File: config.mk
export PLATFORM = sky130hd
export DESIGN_NAME = tdm_rx
export DESIGN_NICKNAME = d
export VERILOG_FILES = /design/src/rtl/tdm_rx.sv
export SDC_FILE = /design/constraint.sdc
export NUM_CORES = 1
export LEC_CHECK = 0
export ABC_AREA = 1
export ABC_CLOCK_PERIOD_IN_PS = 2420
export BUFFER_PORTS_ARGS = -buffer_cell sky130_fd_sc_hd__buf_2
export CELL_PAD_IN_SITES_DETAIL_PLACEMENT = 1
export CELL_PAD_IN_SITES_GLOBAL_PLACEMENT = 1
export CORE_MARGIN = 3
export CORE_UTILIZATION = 37
export DETAILED_ROUTE_END_ITERATION = 12
export PLACE_DENSITY = 0.72
export SLEW_MARGIN = 5
export SYNTH_ARGS = -nofsm -noshare
export SYNTH_HDL_FRONTEND = slang
export SYNTH_SLANG_ARGS = --single-unit
File: constraint.sdc
create_clock -name clk -period 2.42 [get_ports clk]
set_input_delay 0.242 -clock clk [delete_from_list [all_inputs] [get_ports clk]]
set_output_delay 0.242 -clock clk [all_outputs]
set_load 0.01 [all_outputs]
File: src/rtl/tdm_rx.sv
module tdm_rx #(
  parameter int CHW = 7
) (
  input  logic           clk,
  input  logic           rst_n,
  input  logic [1:0]     rate_sel,
  input  logic           fp_pol,
  input  logic           ck_pol,
  input  logic [1:0]     samp_q,
  input  logic [CHW-1:0] ch_dly,
  input  logic [2:0]     bit_dly,
  input  logic           ref_ck,
  input  logic           fp_in,
  input  logic           sdi,
  output logic [7:0]     byte_o,
  output logic           byte_vld,
  output logic [CHW-1:0] ch_o,
  output logic           frame_o
);
  localparam int BITW  = CHW + 3;
  localparam int TICKW = CHW + 5;

  logic             ck_d;
  logic [TICKW-1:0] tick;
  logic             locked, primed;
  logic [6:0]       sr;

  wire [1:0] r = (rate_sel == 2'd3) ? 2'd2 : rate_sel;

  wire boundary = (ck_d != ref_ck) && (ref_ck == ck_pol) && (fp_in == fp_pol);

  wire [TICKW-1:0] bitpos_w = tick >> (3'd4 - {1'b0, r});
  wire [BITW-1:0]  bitpos   = bitpos_w[BITW-1:0];
  wire [BITW:0]    nbits    = (BITW+1)'(1) << (BITW - 2 + int'(r));
  wire [BITW:0]    bmask    = nbits - (BITW+1)'(1);
  wire [BITW-1:0]  idx      = (bitpos - {ch_dly, bit_dly}) & bmask[BITW-1:0];
  wire [CHW-1:0]   chan     = idx[BITW-1:3];
  wire [2:0]       bitnum   = idx[2:0];

  wire [4:0] in_bit  = {1'b0, tick[3:0] & (4'hF >> r)};
  wire [4:0] samp_at = ((5'(samp_q) + 5'd1) << (2'd2 - r)) - 5'd1;
  wire       samp    = locked && (in_bit == samp_at);

  always_ff @(posedge clk) ck_d <= ref_ck;

  always_ff @(posedge clk) begin
    if (!rst_n) begin
      tick     <= '0;
      locked   <= 1'b0;
      primed   <= 1'b0;
      sr       <= '0;
      byte_o   <= '0;
      byte_vld <= 1'b0;
      ch_o     <= '0;
      frame_o  <= 1'b0;
    end else begin
      if (boundary) begin
        tick   <= '0;
        locked <= 1'b1;
      end else if (locked) begin
        tick <= tick + 1'b1;
      end
      if (samp) begin
        sr <= {sr[5:0], sdi};
        if (bitnum == 3'd0) primed <= 1'b1;
      end
      byte_vld <= samp && primed && (bitnum == 3'd7);
      if (samp && primed && (bitnum == 3'd7)) begin
        byte_o  <= {sr, sdi};
        ch_o    <= chan;
        frame_o <= (chan == '0);
      end
    end
  end

  assert_byte_spacing_R6: assert property (@(posedge clk) disable iff (!rst_n)
    byte_vld |=> !byte_vld);
  assert_frame_flag_R7: assert property (@(posedge clk) disable iff (!rst_n)
    byte_vld |-> (frame_o == (ch_o == '0)));
  assert_chan_range_R1: assert property (@(posedge clk) disable iff (!rst_n)
    byte_vld |-> ({1'b0, ch_o} < ((CHW+1)'(1) << (CHW - 2 + int'(r)))));
  assert_no_early_byte_R8: assert property (@(posedge clk) disable iff (!rst_n)
    byte_vld |-> (locked && primed));
  assert_lock_on_boundary_R2: assert property (@(posedge clk) disable iff (!rst_n)
    $rose(locked) |-> tick == '0);
endmodule

==> results by stage <==
Die:
- The total area inside the core boundary comes to 6830 µm².
- The die is 90.1 µm wide.
- The effective utilization at floorplan is 38.3%.
- The number of core rows is 30.
- 38 I/O pins were placed.
- The die covers 8110 µm².
- From bottom edge to top edge, the die measures 90.1 µm.

Worst setup path:
- The register-to-register setup slack is -0.09 ns.
- For this run, the slowest stage of the critical path takes 0.42 ns.
- The cell seen most often among critical-path stages is sky130_fd_sc_hd__nand2_2.
- The data arrival at the endpoint of the critical path is 2.69 ns.
- The signal on the critical path passes through inv_2 -> buf_6 -> nand2_2 -> o221ai_2 -> ha_2 -> fa_2 -> xor2_4 -> nor4_4 -> nand3_4 -> buf_12 -> clkbuf_16 -> nand2_2 -> a21oi_1.
- The nature of the critical path endpoint is a flop.
- The kind of cell adding the most delay to the critical path is adder cells.
- The critical path contains buffers and inverters numbering 4 combined.
- STA puts the critical path data required time at 2.60 ns.
- The category of the most critical setup path is reg2reg.
- Among all stages on the critical path, the largest delay is contributed by sky130_fd_sc_hd__fa_2.
- The critical path startpoint category is a flop.
- The critical-path maximum fanout is 8.

Routing:
- The routed design has 7690 µm of wire.
- The amount of wire on met2 after detailed routing is 4020 µm.
- The pre-antenna-repair detailed-routing pass consisted of 4 iterations.
- The detailed router placed 2705 vias in this run.
- The via density per instance is 4.87.
- The remaining antenna violation count is 0.
- The detailed-route DRC error count is 0.
- The met3 layer wire length in the routed design is 141 µm.
- The initial detailed-routing violation count is 105.
- The post-route met1 wirelength is 3470 µm.
- The routed wire length per instance is 13.9 µm.
- The topmost layer with routed signal wires is met4.

Finish:
- The count of fill cells added during filler insertion is 941.
- The utilization of the core after routing is 50.7%.
- The final net count is 492.
- The area growth from synthesis to layout is 32.5%.
- In the final layout, the share of cells above drive strength 1 is 33.8%.
- The antenna diode count is 0.

STA:
- For the final routed database, the setup TNS stands at -0.612 ns.
- Setup repair after global routing could not meet its margin everywhere.
- The count of endpoints failing hold in the final timing report is 0.
- Of the available clock period, the critical path in the final layout requires 104%.
- The worst hold slack is 0.0712 ns.
- The worst slew margin relative to its limit is 74.2%.
- The clock tree skew after final layout is 0.00673 ns.
- The minimum clock period after layout is 2.51 ns.
- The peak clock frequency supported by timing is 399 MHz.
- Setup slack on the critical path of the routed design comes to -0.0865 ns.
- Setup violations remaining at the end of the flow were counted as 11.
- At the pin with the least slew margin, the transition time is 0.385 ns.
- The total count of max-transition violations in the final report was 0.

Status:
- The flow ran to the end, but the final reports show violations.
- The final reports fail on setup timing.

Synthesis:
- Of all flip-flops after synthesis, the portion carrying an async set or reset was 0%.
- The commonest cells after synthesis are 93 x sky130_fd_sc_hd__nand2_1, 63 x sky130_fd_sc_hd__inv_1, 39 x sky130_fd_sc_hd__dfxtp_1.
- After synthesis the cells add up to 2610 µm².
- The total nets after synthesis is 416.
- The part of the Yosys area used for sequential elements is 29.9%.
- The share of the synthesized area in the top cell type is 29.9%.
- The Yosys step of the flow raised 0 warnings.
- The number of enable-type register cells in the synthesized netlist is 0.
- The cell type with the highest aggregate area in the netlist is sky130_fd_sc_hd__dfxtp_1.
- The cell count after synthesis came out at 382.
- The dominant cell by count in the synthesized netlist is sky130_fd_sc_hd__nand2_1.
- Yosys attributes the largest share of cell area to sky130_fd_sc_hd__dfxtp_1 30%, sky130_fd_sc_hd__nand2_1 13%, sky130_fd_sc_hd__inv_1 9.0%.
- The netlist uses 38 different library cells.
- Averaged over all synthesized cells, the footprint is 6.84 µm².
- In the synthesized netlist the dominant register cell turns out to be sky130_fd_sc_hd__dfxtp_1.
- The flip-flop and latch count after synthesis is 39.

Placement:
- The port buffer count is 37.
- The congestion estimate from routability-driven global placement came to 0.826.
- The HPWL after detailed placement is 5660 µm.

Hold path:
- The path type of the worst min-delay path is in2reg.

Global routing:
- Entering global routing, the biggest net connects 18 pins.
- The number of global-route vias before repair is 2775.
- The global-route wire length before repair is 12500 µm.
- The initial antenna violation count is 0.
- The aggregate global-route resource usage is 18.2%.
- For this run the aggregate overflow at the end of global routing stands at 0.

Clock network:
- The number of levels in the clock H-tree is 2.
- At the later pin of the worst-skew pair, clock insertion delay measures 0.30 ns.
- After clock tree synthesis, the clock-pin slew on the worst setup and hold paths is 0.09 ns.
- Counting every sink on the clock net gives 39.
- Clock tree synthesis selected as its root buffer the cell sky130_fd_sc_hd__clkbuf_8.
- In this run, post-CTS hold repair placed 0 buffers.
- Buffers inserted during clock tree synthesis total 5.
- The clock passes through at most 2 buffers.
- TritonCTS built the clock tree.

Power and ir drop:
- Summed over all cells, the static leakage comes to 1.65 nW.
- The part of the power in registers is 44.1%.
- The clock network is responsible for 32.1% of the overall power.
- The internal portion of the total power is 997 µW.
- The fraction of power spent switching nets is 32.5%.
- The share of total power dissipated in combinational logic is 23.8%.
- VDD sags by at most 0.258 mV.
- In this run the power spent charging and discharging nets is 480 µW.
- The areal power density over the cells is 427 nW/µm².

Run:
- The count of max-cap constraint violations is 0.
## routing by layer
layer,vias up,track usage [%]
met1,1311,22.7
met2,23,33.2
met5,-,0
met4,0,4.59
met3,6,2.18
li1,1365,-
## cells in the final DEF (no fill, tap or decap), types with 5 or more instances in the layout
master and instances:
sky130_fd_sc_hd__a21oi_1 20, sky130_fd_sc_hd__a21oi_2 11, sky130_fd_sc_hd__buf_2 37, sky130_fd_sc_hd__buf_4 35, sky130_fd_sc_hd__clkbuf_8 5, sky130_fd_sc_hd__dfxtp_1 37, sky130_fd_sc_hd__ha_1 11, sky130_fd_sc_hd__inv_1 62
sky130_fd_sc_hd__nand2_1 78, sky130_fd_sc_hd__nand2_2 24, sky130_fd_sc_hd__nand2_4 6, sky130_fd_sc_hd__nand3_1 17, sky130_fd_sc_hd__nand3_2 8, sky130_fd_sc_hd__nand4_1 7, sky130_fd_sc_hd__nor2_1 34, sky130_fd_sc_hd__o21ai_0 12
sky130_fd_sc_hd__o22ai_1 5, sky130_fd_sc_hd__xor2_1 5
## final cells by class
type | count | area (µm²) | share of cell area, %
tap | 96 | 120 | 3.47
clock buffer | 5 | 68.8 | 1.99
inverter | 68 | 267 | 7.70
clock inverter | 3 | 25.0 | 0.723
multi-input combinational | 266 | 1630 | 47.1
timing repair buffer | 78 | 569 | 16.4
sequential | 39 | 783 | 22.6
## path summary, 6_finish.rpt
kind              startpoint        end  cells after the start
setup / recovery     tick[3]  byte_o[7]                     13
hold / removal        ref_ck       ck_d                      1
setup reg to reg     tick[3]  byte_o[7]                     13
hold reg to reg    byte_o[4]  byte_o[4]                      2
## cells by family after synthesis
logic type / synth area share (%)
AOI/OAI and AO/OA: 13.3
xor gates and xnor gates: 2.68
adders and majority gates: 6.51
buffers and inverters: 13.1
DFF: 29.9
and+or+nand+nor: 34.6
## per-stage QoR
| stage | area (µm²) | cells | total power [mW] | worst slack (ns) |
|---|---|---|---|---|
| 2_1_floorplan | 2620 | 382 | 0.878 | 0.0772 |
| 3_3_place_gp | 3120 | 539 | 0.980 | -0.102 |
| 3_5_place_dp | 3120 | 539 | 0.989 | -0.183 |
| 4_1_cts | 3220 | 547 | 1.46 | 0.00468 |
| 5_1_grt | 3460 | 555 | 1.57 | -0.180 |
| 6_report | 3460 | 555 | 1.48 | -0.0865 |
## power groups by stage
stage	sequential [mW]	clock [mW]	combinational, mW
finish	0.652	0.473	0.352
global route	0.653	0.516	0.398
CTS	0.652	0.483	0.326
detailed placement	0.667	0	0.322
global placement	0.666	0	0.314
floorplan	0.665	0	0.213
## flip-flops by register name, indices dropped and copies added, names as in the netlist
signal and flops:
byte_o 8, byte_vld 1, ch_o 7, ck_d 1, frame_o 1, locked 1, primed 1, sr 7
tick 12
## what timing repair did
item,4_1_cts,5_1_grt
setup buffers,0,6
gates cloned,0,2
gates resized for setup,1,40
endpoints found under the setup margin,7,18
pin swaps,0,10
(Power assumes the default switching activity.)
